$ cat src/rtl/ecc_regs_pkg.sv
// Package: shared offsets, bit positions and widths for the ECC register
// block. Assumes byte offsets on a 32-bit word bus.
package ecc_regs_pkg;

    localparam int NUM_EVT  = 6;
    localparam int TYPE_W   = 4;

    // register offsets (driver software depends on these)
    localparam logic [7:0] OFF_CFG    = 8'h00;
    localparam logic [7:0] OFF_STS    = 8'h04;
    localparam logic [7:0] OFF_STS_EN = 8'h08;
    localparam logic [7:0] OFF_SIG_EN = 8'h0C;
    localparam logic [7:0] OFF_HOST   = 8'h10;
    localparam logic [7:0] OFF_CHUNK  = 8'h30;
    localparam logic [7:0] OFF_DMA    = 8'h40;
    localparam logic [7:0] OFF_MAIN   = 8'h44;
    localparam logic [7:0] OFF_SPARE  = 8'h48;
    localparam logic [7:0] OFF_VER    = 8'hD0;

    // configuration word fields
    localparam int CFG_EN_BIT   = 0;
    localparam int CFG_TYPE_LSB = 3;

    // host configuration bits
    localparam int HOST_BURST_BIT = 0;
    localparam int HOST_ILV_BIT   = 2;
    localparam int HOST_M2M_BIT   = 4;
    localparam int HOST_MAP_BIT   = 5;

    // DMA command bits
    localparam int DMA_DIR_BIT   = 1;
    localparam int DMA_CNAND_BIT = 29;
    localparam int DMA_CSYS_BIT  = 30;
    localparam int DMA_GO_BIT    = 31;

    localparam int VER_LSB = 16;

    typedef struct packed {
        logic mapping;
        logic mem2mem;
        logic interleave;
        logic burst_incr;
    } host_cfg_t;

endpackage

$ cat src/rtl/ecc_irq_status.sv
// Module: sticky event status with a latch-enable mask and an interrupt
// signal-enable mask. Assumes events are single-cycle pulses and that the
// clear strobe carries write-one-to-clear data.
module ecc_irq_status #(
    parameter int N = 6
) (
    input  logic         clk,
    input  logic         rst_n,
    input  logic [N-1:0] evt_i,
    input  logic         wr_clr_i,
    input  logic         wr_sts_en_i,
    input  logic         wr_sig_en_i,
    input  logic [N-1:0] wdata_i,
    output logic [N-1:0] sts_o,
    output logic [N-1:0] sts_en_o,
    output logic [N-1:0] sig_en_o,
    output logic         irq_o
);

    logic [N-1:0] sts_q;
    logic [N-1:0] sts_en_q;
    logic [N-1:0] sig_en_q;
    logic [N-1:0] set_v;
    logic [N-1:0] clr_v;
    logic [N-1:0] sts_d;

    // per-bit next state: an enabled event beats a clear on the same bit
    for (genvar i = 0; i < N; i++) begin : g_bit
        assign set_v[i] = evt_i[i] & sts_en_q[i];
        assign clr_v[i] = wr_clr_i & wdata_i[i];
        always_comb begin
            if (set_v[i])      sts_d[i] = 1'b1;
            else if (clr_v[i]) sts_d[i] = 1'b0;
            else               sts_d[i] = sts_q[i];
        end
    end

    // latched status bits
    always_ff @(posedge clk) begin
        if (!rst_n) sts_q <= '0;
        else        sts_q <= sts_d;
    end

    // status-enable and signal-enable masks
    always_ff @(posedge clk) begin
        if (!rst_n) begin
            sts_en_q <= '0;
            sig_en_q <= '0;
        end else begin
            if (wr_sts_en_i) sts_en_q <= wdata_i;
            if (wr_sig_en_i) sig_en_q <= wdata_i;
        end
    end

    assign irq_o    = |(sts_q & sig_en_q);
    assign sts_o    = sts_q;
    assign sts_en_o = sts_en_q;
    assign sig_en_o = sig_en_q;

    AST_SET_NEEDS_ENABLE: assert property (@(posedge clk) disable iff (!rst_n)
        ((sts_q & ~$past(sts_q) & ~$past(evt_i & sts_en_q)) == '0));
    AST_CLEAR_NEEDS_ONE: assert property (@(posedge clk) disable iff (!rst_n)
        (($past(sts_q) & ~sts_q & ~($past(wdata_i) & {N{$past(wr_clr_i)}})) == '0));
    AST_SET_BEATS_CLEAR: assert property (@(posedge clk) disable iff (!rst_n)
        ((sts_q & $past(evt_i & sts_en_q)) == $past(evt_i & sts_en_q)));
    AST_IRQ_HAS_CAUSE: assert property (@(posedge clk) disable iff (!rst_n)
        irq_o |-> (sts_q != '0) && (sig_en_q != '0));

endmodule

$ cat src/rtl/ecc_xfer_ctrl.sv
// Module: DMA command register. Holds direction and continuation flags and
// turns a go bit into a one-cycle launch pulse, gated by the engine enable.
// Assumes the enable input is the stored configuration bit.
module ecc_xfer_ctrl (
    input  logic        clk,
    input  logic        rst_n,
    input  logic        wr_i,
    input  logic        go_i,
    input  logic        dir_i,
    input  logic        cnand_i,
    input  logic        csys_i,
    input  logic        enable_i,
    output logic        start_o,
    output logic        read_o,
    output logic        cont_nand_o,
    output logic        cont_sysm_o,
    output logic [31:0] readback_o
);
    import ecc_regs_pkg::*;

    logic start_q;
    logic dir_q;
    logic cnand_q;
    logic csys_q;

    // launch pulse: only on an accepted go write, cleared the next cycle
    always_ff @(posedge clk) begin
        if (!rst_n) start_q <= 1'b0;
        else        start_q <= wr_i & go_i & enable_i;
    end

    // stored direction and continuation flags
    always_ff @(posedge clk) begin
        if (!rst_n) begin
            dir_q   <= 1'b0;
            cnand_q <= 1'b0;
            csys_q  <= 1'b0;
        end else if (wr_i) begin
            dir_q   <= dir_i;
            cnand_q <= cnand_i;
            csys_q  <= csys_i;
        end
    end

    // readback word assembly
    always_comb begin
        readback_o                = '0;
        readback_o[DMA_GO_BIT]    = start_q;
        readback_o[DMA_CSYS_BIT]  = csys_q;
        readback_o[DMA_CNAND_BIT] = cnand_q;
        readback_o[DMA_DIR_BIT]   = dir_q;
    end

    assign start_o     = start_q;
    assign read_o      = dir_q;
    assign cont_nand_o = cnand_q;
    assign cont_sysm_o = csys_q;

    AST_START_ONE_CYCLE: assert property (@(posedge clk) disable iff (!rst_n)
        start_o |=> !start_o);
    AST_START_NEEDS_ENABLE: assert property (@(posedge clk) disable iff (!rst_n)
        start_o |-> $past(enable_i) && $past(wr_i));

endmodule

$ cat src/rtl/ecc_cfg_regs.sv
// Module: plain configuration storage (engine config, host config, chunk
// count, DMA addresses) plus the registered read multiplexer for the whole
// block. Assumes write strobes are already decoded by the top.
module ecc_cfg_regs #(
    parameter int          AW      = 8,
    parameter int          CNT_W   = 8,
    parameter int          DMA_AW  = 32,
    parameter int          N       = 6,
    parameter logic [15:0] VERSION = 16'h0003
) (
    input  logic              clk,
    input  logic              rst_n,
    input  logic              wr_cfg_i,
    input  logic              wr_host_i,
    input  logic              wr_chunk_i,
    input  logic              wr_main_i,
    input  logic              wr_spare_i,
    input  logic [31:0]       wdata_i,
    input  logic              rd_en_i,
    input  logic [AW-1:0]     addr_i,
    input  logic [N-1:0]      sts_i,
    input  logic [N-1:0]      sts_en_i,
    input  logic [N-1:0]      sig_en_i,
    input  logic [31:0]       xfer_rb_i,
    output logic              enable_o,
    output logic [3:0]        type_o,
    output ecc_regs_pkg::host_cfg_t host_o,
    output logic [CNT_W-1:0]  chunk_o,
    output logic [DMA_AW-1:0] main_o,
    output logic [DMA_AW-1:0] spare_o,
    output logic [31:0]       rdata_o
);
    import ecc_regs_pkg::*;

    localparam int TYPE_MSB = CFG_TYPE_LSB + TYPE_W - 1;

    logic              en_q;
    logic [3:0]        type_q;
    host_cfg_t         host_q;
    logic [CNT_W-1:0]  chunk_q;
    logic [DMA_AW-1:0] main_q;
    logic [DMA_AW-1:0] spare_q;
    logic [31:0]       rd_mux;
    logic [31:0]       rdata_q;

    // engine configuration word
    always_ff @(posedge clk) begin
        if (!rst_n) begin
            en_q   <= 1'b0;
            type_q <= '0;
        end else if (wr_cfg_i) begin
            en_q   <= wdata_i[CFG_EN_BIT];
            type_q <= wdata_i[TYPE_MSB:CFG_TYPE_LSB];
        end
    end

    // host transfer configuration
    always_ff @(posedge clk) begin
        if (!rst_n) host_q <= '0;
        else if (wr_host_i) begin
            host_q.burst_incr <= wdata_i[HOST_BURST_BIT];
            host_q.interleave <= wdata_i[HOST_ILV_BIT];
            host_q.mem2mem    <= wdata_i[HOST_M2M_BIT];
            host_q.mapping    <= wdata_i[HOST_MAP_BIT];
        end
    end

    // chunk count and DMA base addresses
    always_ff @(posedge clk) begin
        if (!rst_n) begin
            chunk_q <= '0;
            main_q  <= '0;
            spare_q <= '0;
        end else begin
            if (wr_chunk_i) chunk_q <= wdata_i[CNT_W-1:0];
            if (wr_main_i)  main_q  <= wdata_i[DMA_AW-1:0];
            if (wr_spare_i) spare_q <= wdata_i[DMA_AW-1:0];
        end
    end

    // read multiplexer by offset
    always_comb begin
        rd_mux = '0;
        case (addr_i)
            AW'(OFF_CFG): begin
                rd_mux[CFG_EN_BIT]               = en_q;
                rd_mux[TYPE_MSB:CFG_TYPE_LSB]    = type_q;
            end
            AW'(OFF_STS):    rd_mux[N-1:0] = sts_i;
            AW'(OFF_STS_EN): rd_mux[N-1:0] = sts_en_i;
            AW'(OFF_SIG_EN): rd_mux[N-1:0] = sig_en_i;
            AW'(OFF_HOST): begin
                rd_mux[HOST_BURST_BIT] = host_q.burst_incr;
                rd_mux[HOST_ILV_BIT]   = host_q.interleave;
                rd_mux[HOST_M2M_BIT]   = host_q.mem2mem;
                rd_mux[HOST_MAP_BIT]   = host_q.mapping;
            end
            AW'(OFF_CHUNK):  rd_mux[CNT_W-1:0]  = chunk_q;
            AW'(OFF_DMA):    rd_mux             = xfer_rb_i;
            AW'(OFF_MAIN):   rd_mux[DMA_AW-1:0] = main_q;
            AW'(OFF_SPARE):  rd_mux[DMA_AW-1:0] = spare_q;
            AW'(OFF_VER):    rd_mux[31:VER_LSB] = VERSION;
            default:         rd_mux = '0;
        endcase
    end

    // registered read data, zero outside read responses
    always_ff @(posedge clk) begin
        if (!rst_n)       rdata_q <= '0;
        else if (rd_en_i) rdata_q <= rd_mux;
        else              rdata_q <= '0;
    end

    assign enable_o = en_q;
    assign type_o   = type_q;
    assign host_o   = host_q;
    assign chunk_o  = chunk_q;
    assign main_o   = main_q;
    assign spare_o  = spare_q;
    assign rdata_o  = rdata_q;

    AST_RDATA_IDLE_ZERO: assert property (@(posedge clk) disable iff (!rst_n)
        !$past(rd_en_i) |-> rdata_o == '0);
    AST_CFG_UNUSED_ZERO: assert property (@(posedge clk) disable iff (!rst_n)
        $past(rd_en_i) && $past(addr_i) == AW'(OFF_CFG) |-> rdata_o[31:7] == '0);

endmodule

$ cat src/rtl/ecc_ctrl_regs.sv
// Module: top of the ECC engine register block. Decodes single-cycle bus
// writes into per-register strobes and wires the status, transfer-command
// and configuration units together. Assumes at most one access per cycle.
module ecc_ctrl_regs #(
    parameter int          AW      = 8,
    parameter int          CNT_W   = 8,
    parameter int          DMA_AW  = 32,
    parameter logic [15:0] VERSION = 16'h0003
) (
    input  logic              clk,
    input  logic              rst_n,
    input  logic              bus_wr_en,
    input  logic              bus_rd_en,
    input  logic [AW-1:0]     bus_addr,
    input  logic [31:0]       bus_wdata,
    output logic [31:0]       bus_rdata,
    input  logic [5:0]        evt_i,
    output logic              irq_o,
    output logic              xfer_start_o,
    output logic              xfer_read_o,
    output logic              cont_nand_o,
    output logic              cont_sysm_o,
    output logic              eng_enable_o,
    output logic [3:0]        ecc_type_o,
    output logic              burst_incr_o,
    output logic              layout_interleave_o,
    output logic              mode_mem2mem_o,
    output logic              mode_mapping_o,
    output logic [CNT_W-1:0]  chunk_count_o,
    output logic [DMA_AW-1:0] main_addr_o,
    output logic [DMA_AW-1:0] spare_addr_o
);
    import ecc_regs_pkg::*;

    logic           wr_cfg, wr_sts, wr_sts_en, wr_sig_en, wr_host;
    logic           wr_chunk, wr_dma, wr_main, wr_spare;
    logic [NUM_EVT-1:0] sts, sts_en, sig_en;
    logic [31:0]    xfer_rb;
    logic           enable;
    host_cfg_t      host;

    // write strobe decode by offset
    always_comb begin
        wr_cfg    = bus_wr_en && (bus_addr == AW'(OFF_CFG));
        wr_sts    = bus_wr_en && (bus_addr == AW'(OFF_STS));
        wr_sts_en = bus_wr_en && (bus_addr == AW'(OFF_STS_EN));
        wr_sig_en = bus_wr_en && (bus_addr == AW'(OFF_SIG_EN));
        wr_host   = bus_wr_en && (bus_addr == AW'(OFF_HOST));
        wr_chunk  = bus_wr_en && (bus_addr == AW'(OFF_CHUNK));
        wr_dma    = bus_wr_en && (bus_addr == AW'(OFF_DMA));
        wr_main   = bus_wr_en && (bus_addr == AW'(OFF_MAIN));
        wr_spare  = bus_wr_en && (bus_addr == AW'(OFF_SPARE));
    end

    ecc_irq_status #(.N(NUM_EVT)) u_status (
        .clk         (clk),
        .rst_n       (rst_n),
        .evt_i       (evt_i),
        .wr_clr_i    (wr_sts),
        .wr_sts_en_i (wr_sts_en),
        .wr_sig_en_i (wr_sig_en),
        .wdata_i     (bus_wdata[NUM_EVT-1:0]),
        .sts_o       (sts),
        .sts_en_o    (sts_en),
        .sig_en_o    (sig_en),
        .irq_o       (irq_o)
    );

    ecc_xfer_ctrl u_xfer (
        .clk         (clk),
        .rst_n       (rst_n),
        .wr_i        (wr_dma),
        .go_i        (bus_wdata[DMA_GO_BIT]),
        .dir_i       (bus_wdata[DMA_DIR_BIT]),
        .cnand_i     (bus_wdata[DMA_CNAND_BIT]),
        .csys_i      (bus_wdata[DMA_CSYS_BIT]),
        .enable_i    (enable),
        .start_o     (xfer_start_o),
        .read_o      (xfer_read_o),
        .cont_nand_o (cont_nand_o),
        .cont_sysm_o (cont_sysm_o),
        .readback_o  (xfer_rb)
    );

    ecc_cfg_regs #(
        .AW(AW), .CNT_W(CNT_W), .DMA_AW(DMA_AW), .N(NUM_EVT), .VERSION(VERSION)
    ) u_cfg (
        .clk        (clk),
        .rst_n      (rst_n),
        .wr_cfg_i   (wr_cfg),
        .wr_host_i  (wr_host),
        .wr_chunk_i (wr_chunk),
        .wr_main_i  (wr_main),
        .wr_spare_i (wr_spare),
        .wdata_i    (bus_wdata),
        .rd_en_i    (bus_rd_en),
        .addr_i     (bus_addr),
        .sts_i      (sts),
        .sts_en_i   (sts_en),
        .sig_en_i   (sig_en),
        .xfer_rb_i  (xfer_rb),
        .enable_o   (enable),
        .type_o     (ecc_type_o),
        .host_o     (host),
        .chunk_o    (chunk_count_o),
        .main_o     (main_addr_o),
        .spare_o    (spare_addr_o),
        .rdata_o    (bus_rdata)
    );

    assign eng_enable_o        = enable;
    assign burst_incr_o        = host.burst_incr;
    assign layout_interleave_o = host.interleave;
    assign mode_mem2mem_o      = host.mem2mem;
    assign mode_mapping_o      = host.mapping;

    AST_RESET_QUIET: assert property (@(posedge clk)
        !rst_n |=> !irq_o && !xfer_start_o && bus_rdata == '0);
    AST_IRQ_CLEAR_WHEN_MASKED: assert property (@(posedge clk) disable iff (!rst_n)
        (sig_en == '0) |-> !irq_o);

endmodule

$ cat config.mk
export PLATFORM = sky130hd
export DESIGN_NAME = ecc_ctrl_regs
export DESIGN_NICKNAME = d
export VERILOG_FILES = /design/src/rtl/ecc_regs_pkg.sv /design/src/rtl/ecc_irq_status.sv /design/src/rtl/ecc_xfer_ctrl.sv /design/src/rtl/ecc_cfg_regs.sv /design/src/rtl/ecc_ctrl_regs.sv
export SDC_FILE = /design/constraint.sdc
export NUM_CORES = 1
export LEC_CHECK = 0
export CAP_MARGIN = 0
export CORE_MARGIN = 3
export CORE_UTILIZATION = 55
export CTS_CLUSTER_SIZE = 14
export DETAILED_ROUTE_END_ITERATION = 6
export DONT_BUFFER_PORTS = 1
export PLACE_DENSITY = 0.7
export RECOVER_POWER = 25
export SYNTH_ARGS = -nofsm -noshare
export SYNTH_HDL_FRONTEND = slang
export SYNTH_HIERARCHICAL = 1
export SYNTH_SLANG_ARGS = --single-unit
export TNS_END_PERCENT = 100
$ cat constraint.sdc
create_clock -name clk -period 2.2 [get_ports clk]
set_input_delay 0.11 -clock clk [delete_from_list [all_inputs] [get_ports clk]]
set_output_delay 0.11 -clock clk [all_outputs]
set_load 0.01 [all_outputs]
After elaboration in Yosys (flattened, before gate mapping)
Index checks and enable logic that the tools add are counted.
Widths: inputs -> output; s select.
{"block": "op_classes", "multipliers": 0, "reduce_logical": 18, "div_mod_pow": 0, "n_eq_ne": 9, "addsub": 0, "shift": 0, "bitwise": 15, "n_lt_le_gt_ge": 0, "mux": 21}
{"operator": "$pmux 16 s4", "n": 1}
{"operator": "$eq 8x7->1 const B", "n": 3}
{"operator": "$pmux 1 s7", "n": 3}
{"operator": "$eq 8x4->1 const B", "n": 2}
{"operator": "$pmux 2 s8", "n": 1}
{"operator": "$pmux 8 s2", "n": 1}
{"operator": "$and 1x1->1", "n": 14}
{"operator": "$mux 1", "n": 12}
{"operator": "$reduce_bool 2->1", "n": 6}
{"operator": "$logic_and 1x1->1", "n": 9}
{"operator": "$eq 8x3->1 const B", "n": 1}
{"operator": "$eq 8x5->1 const B", "n": 1}
{"operator": "$eq 8x6->1 const B", "n": 1}
{"operator": "$eq 8x8->1 const B", "n": 1}
{"operator": "$logic_not 8->1", "n": 1}
{"operator": "$pmux 1 s8", "n": 1}
{"operator": "$and 6x6->6", "n": 1}
{"operator": "$reduce_or 6->1", "n": 1}
{"operator": "$pmux 1 s4", "n": 1}
{"operator": "$pmux 1 s3", "n": 1}
{"operator": "$reduce_and 2->1", "n": 1}
{"block": "word_totals", "n_memories": 0, "romBits": 0, "in_bits": 50, "latchBits": 0, "regBits": 135, "ramBits": 0}

Logic depth before layout (Yosys ltp)
{"block": "logic_depth", "word_depth": 5, "mapped_depth": 8, "mapped_depth_nobuf": 5}

Hierarchy
The synthesis kept the hierarchy.
{"module": "ecc_cfg_regs", "seq_area_each_um2": 2262.2, "area_per_inst_um2": 4911.0, "cells_each": 479, "n_inst": 1}
{"module": "ecc_irq_status", "seq_area_each_um2": 360.3, "area_per_inst_um2": 759.5, "cells_each": 67, "n_inst": 1}
{"module": "ecc_xfer_ctrl", "seq_area_each_um2": 80.1, "area_per_inst_um2": 382.9, "cells_each": 44, "n_inst": 1}
{"module": "ecc_ctrl_regs", "seq_area_each_um2": 0.0, "area_per_inst_um2": 106.4, "cells_each": 17, "n_inst": 1}

Least setup slack after synthesis
No wires, ideal clock.
{"block": "synth_path", "path_type": "input-to-reg", "startpoint": "in bus_addr[1]", "endpoint": "reg u_cfg.main_q[0], in the netlist u_cfg/main_o[0]", "setup_slack_ns": 0.206, "cell_stages": 7, "t_required_ns": 2.083, "arrival_time_ns": 1.878, "path_buffers": 3, "path_cell_list": "or4b_1 > buf_2 > nor3_1 > clkbuf_1 > buf_1 > mux2i_1 > nor2b_1"}
{"block": "synth_via", "elab_chain_cells": 2}
{"item": "start, declared", "line": "ecc_ctrl_regs.sv:14", "text": "input logic [AW-1:0] bus_addr,"}
{"item": "$eq 8x7->1", "line": "ecc_ctrl_regs.sv:51", "text": "wr_main = bus_wr_en && (bus_addr == AW'(OFF_MAIN));"}
{"item": "$logic_and 1x1->1", "line": "ecc_ctrl_regs.sv:51"}
{"item": "net wr_main", "line": "ecc_ctrl_regs.sv:36", "text": "logic wr_chunk, wr_dma, wr_main, wr_spare;"}
{"item": "end signal, assigned", "line": "ecc_cfg_regs.sv:76", "text": "if (wr_main_i) main_q <= wdata_i[DMA_AW-1:0];"}
{"item": "end, declared", "line": "ecc_cfg_regs.sv:41", "text": "logic [DMA_AW-1:0] main_q;"}
The timed path passes the listed nets, and every way through them passes these cells.
A chain may end at the register's enable or synchronous reset.

Worst setup path after layout
{"block": "layout_path", "startpoint": "in bus_addr[1]", "endpoint": "reg u_status.sts_en_q[2], in the netlist u_status/sts_en_o[2]"}
{"block": "layout_via", "elab_chain_cells": 2}
{"item": "$eq 8x4->1", "line": "ecc_ctrl_regs.sv:46", "text": "wr_sts_en = bus_wr_en && (bus_addr == AW'(OFF_STS_EN));"}
{"item": "$logic_and 1x1->1", "line": "ecc_ctrl_regs.sv:46"}
{"item": "net wr_sts_en", "line": "ecc_ctrl_regs.sv:35", "text": "logic wr_cfg, wr_sts, wr_sts_en, wr_sig_en, wr_host;"}
{"item": "end signal, assigned", "line": "ecc_irq_status.sv:50", "text": "if (wr_sts_en_i) sts_en_q <= wdata_i;"}
{"item": "end, declared", "line": "ecc_irq_status.sv:21", "text": "logic [N-1:0] sts_en_q;"}
The timed path passes the listed nets, and every way through them passes these cells.

==> metrics.csv <==
stage;metric;value;unit
cells_and_area;layout cells sized above 1;10.3;%
critical_path;peak per-stage delay on the critical path;580;ps
floorplan;total core area;10900;sq um
cells_and_area;most frequent cells in the layout;dfxtp_1, nor2b_1, mux2i_1, dlygate4sd3_1;
synthesis;Syn Area/Cell;10.1;sq um
detailed_routing;drt first pass iters;7;
synthesis;most area-hungry cell type in the Yosys netlist;dfxtp_1;
critical_path;crit path kind;input port to flip-flop;
min_path;HP Class;input port to flip-flop;
detailed_routing;Top Layer Used;met4;
detailed_routing;initial DRC count;600;
synthesis;post-synthesis compound-gate area fraction;12.7;%
synthesis;synthesized area;6160;sq um
timing;min setup slack post-route;372;ps
clocking;Post-CTS Setup Bufs;0;
cells_and_area;synth-to-layout area growth;19.3;%
synthesis;largest family of logic cells by synthesized area;simple AND/OR/NAND/NOR gates;
cells_and_area;Final nets;701;
synthesis;post-synthesis mux area share;15.9;%
floorplan;die height;112;microns
critical_path;data required time of the worst path;2620;ps
status;status;finished, violations left;
synthesis;Synth Instances;607;
clocking;clock root buffer;clkbuf_8;
power_and_ir_drop;Worst VDD drop;0.000777;V
timing;fmax;547;MHz
synthesis;Ys Warns;6;
detailed_routing;met3 WL;1.72;mm
floorplan;IO Pins;168;
clocking;Clock Latency Late Sink;530;ps
synthesis;register area share after synthesis;43.9;%
critical_path;CP Max Fanout;8;
detailed_routing;met2 wire len;8.00;mm
floorplan;Initial Utilization;56.6;%
synthesis;async set or reset register ratio after synthesis;0;%
place;Place WS;379;ps
synthesis;synthesis-stage register bit count;135;
critical_path;crit path max-delay cell type;or4bb_1;
synthesis;Post-Synth Simple-Gate Area;19.6;%
floorplan;Chip Width;112;microns
power_and_ir_drop;Design Power;5.78;mW
critical_path;Worst Path Arrival;2250;ps
power_and_ir_drop;P_leak;2.32;nW
cells_and_area;leading cell type in the layout, fill and taps excluded;dfxtp_1;
place;hpwl dp;11.6;mm
critical_path;CP Launch Type;input port;
detailed_routing;met1 wire length;7.34;mm
timing;Slew @ Worst Pin;771;ps
place;port bufs;0;
timing;Tmin final;1830;ps
clocking;CTS tree;built;
detailed_routing;Vias;4821;
synthesis;Post-synth top flop;dfxtp_1;
grt;GRT overflow;0;
timing;relative slew slack;47.2;%
floorplan;DIE AREA;12500;sq um
grt;vias in the first global route;4946;
grt;GRT Util Overall;28.3;%
synthesis;number of flops mapped to enable cells by yosys;0;
place;placer congestion estimate;0.954;
status;failing checks;design-rule violations;
job;Max-cap violations;0;
power_and_ir_drop;power per standard cell area;787;nW/um^2
floorplan;# rows;38;
clocking;clk slew on worst S/H paths;60;ps
detailed_routing;vias per cell;6.00;
critical_path;crit end category;flip-flop;
place;area post-placement;6170;sq um
critical_path;WP buf/inv;2;
synthesis;Yosys top cell area share;43.9;%
timing;Clock Skew;6.12;ps
clocking;CTS buffer count;17;
timing;endpoints failing hold;0;
cells_and_area;Final Cell Area;7350;sq um
detailed_routing;post-route ant nets;0;
critical_path;worst-path cell chain;or4bb_1, nor3_1, clkbuf_1, mux2i_1, nor2b_1, dlygate4sd3_1;
timing;crit share post-route;83.1;%
timing;setup repair after global routing missed its margin;no;
synthesis;post-synthesis cell type count;56;
synthesis;ranking of synthesized cells by area;dfxtp_1, mux2i_1, nor2b_1;
grt;first-pass GRT wire length;27.7;mm
synthesis;Post-Synth Adder-Cell Area;0;%
detailed_routing;DRC viols;5;
clocking;CTS Buffer Depth;2;
critical_path;delay-heaviest family, CP;buffers and inverters;
critical_path;RR Startpoint;u_cfg/spare_o[2]$_SDFFE_PN0P_;
cells_and_area;post-layout util;67.5;%
clocking;H-tree depth;4;
clocking;Sink Count;135;
timing;setup tns final;0;ps
min_path;hold path startpoint;bus_addr[3];
synthesis;XOR/XNOR Fraction of Synth Area;0;%
grt;largest net degree at the start of global routing;105;
grt;initial antenna violation count;1;
critical_path;CP startpoint;bus_addr[1];
detailed_routing;WL final;17.6;mm
timing;Setup-failing EPs final;0;
timing;fin. max-slew vios;0;
detailed_routing;per-cell routed wire length;21.9;microns
==> cell type report <==
type / instances / area [sq um]
inverter: 2 / 7.51
fill: 868 / 3540
clock inverter: 13 / 229
timing repair buffer: 74 / 747
sequential: 135 / 2700
multi-input combinational: 421 / 3070
clock buffer: 17 / 414
tap: 140 / 175
antenna: 1 / 2.50
==> worst min-delay path: stages <==
cell	delay (ps)
o2bb2ai_1	100
a32oi_1	110
a31oi_1	190
==> sequential cells by signal, summed over array words and instances (netlist names) <==
register            cells
u_cfg/main_o           32
u_cfg/rdata_o          32
u_cfg/spare_o          32
u_cfg/chunk_o           8
u_status/sig_en_o       6
u_status/sts_en_o       6
u_status/sts_o          6
u_cfg/host_o            4
u_cfg/type_o            4
u_cfg/enable_o          1
u_xfer/cont_nand_o      1
u_xfer/cont_sysm_o      1
u_xfer/read_o           1
u_xfer/start_o          1
==> logic make-up after synthesis <==
logic type / after synthesis
AO/OA/AOI/OAI: 91
buffers and inverters: 78
flip-flops: 135
multiplexers: 98
other: 1
AND/OR/NAND/NOR: 204
==> final timing paths <==
kind	endpoint	slack (ps)	cells past startpoint
worst min-delay path	u_cfg/rdata_o[0]$_SDFF_PN0_	30	3
worst max-delay path	u_status/sts_en_o[2]$_SDFFE_PN0P_	370	6
worst max register to register	u_cfg/rdata_o[2]$_SDFF_PN0_	400	5
worst min register to register	u_status/sts_o[5]$_SDFFE_PN0P_	500	2
==> repair_timing <==
action	in CTS	in global routing
hold buffers	54	0
endpoints found under the hold margin	135	0
gates resized for setup	0	0
==> per-stage QoR <==
| step | hold WS, ps | cells |
|---|---|---|
| floorplan | 238 | 634 |
| global placement | 246 | 718 |
| detailed placement | 250 | 718 |
| CTS | 0.702 | 802 |
| global route | 31.1 | 803 |
| finish | 32.4 | 803 |
==> Yosys cell counts (3+ instances only) <==
cell / count
or3_1: 3
nand3_1: 3
a2111oi_0: 3
or4b_1: 3
nor3_1: 14
a22o_1: 9
buf_2: 5
a222oi_1: 23
a211oi_1: 3
buf_6: 6
dfxtp_1: 135
nor2_1: 29
a31oi_1: 5
a21boi_2: 6
nor2b_1: 102
clkbuf_1: 20
buf_1: 8
a21bo_2: 5
mux2i_1: 97
a21oi_1: 8
a22oi_1: 7
nand2_1: 20
a221oi_1: 4
and3_1: 4
and2_1: 6
buf_4: 37
o21ai_0: 6
==> routing by layer <==
metal	track usage (%)	vias up
met2	43.2	245
li1	-	2221
met3	10.4	41
met4	12.3	0
met5	0	-
met1	35.9	2314
==> report_power, final <==
part / total, mW / internal, mW / leakage, nW / switching (mW)
Sequential: 2.45 / 2.45 / 1.09 / 0.00332
Combinational: 0.232 / 0.116 / 0.929 / 0.116
Clock: 3.10 / 2.05 / 0.302 / 1.05
No activity file was read; power rests on OpenSTA's default activity.
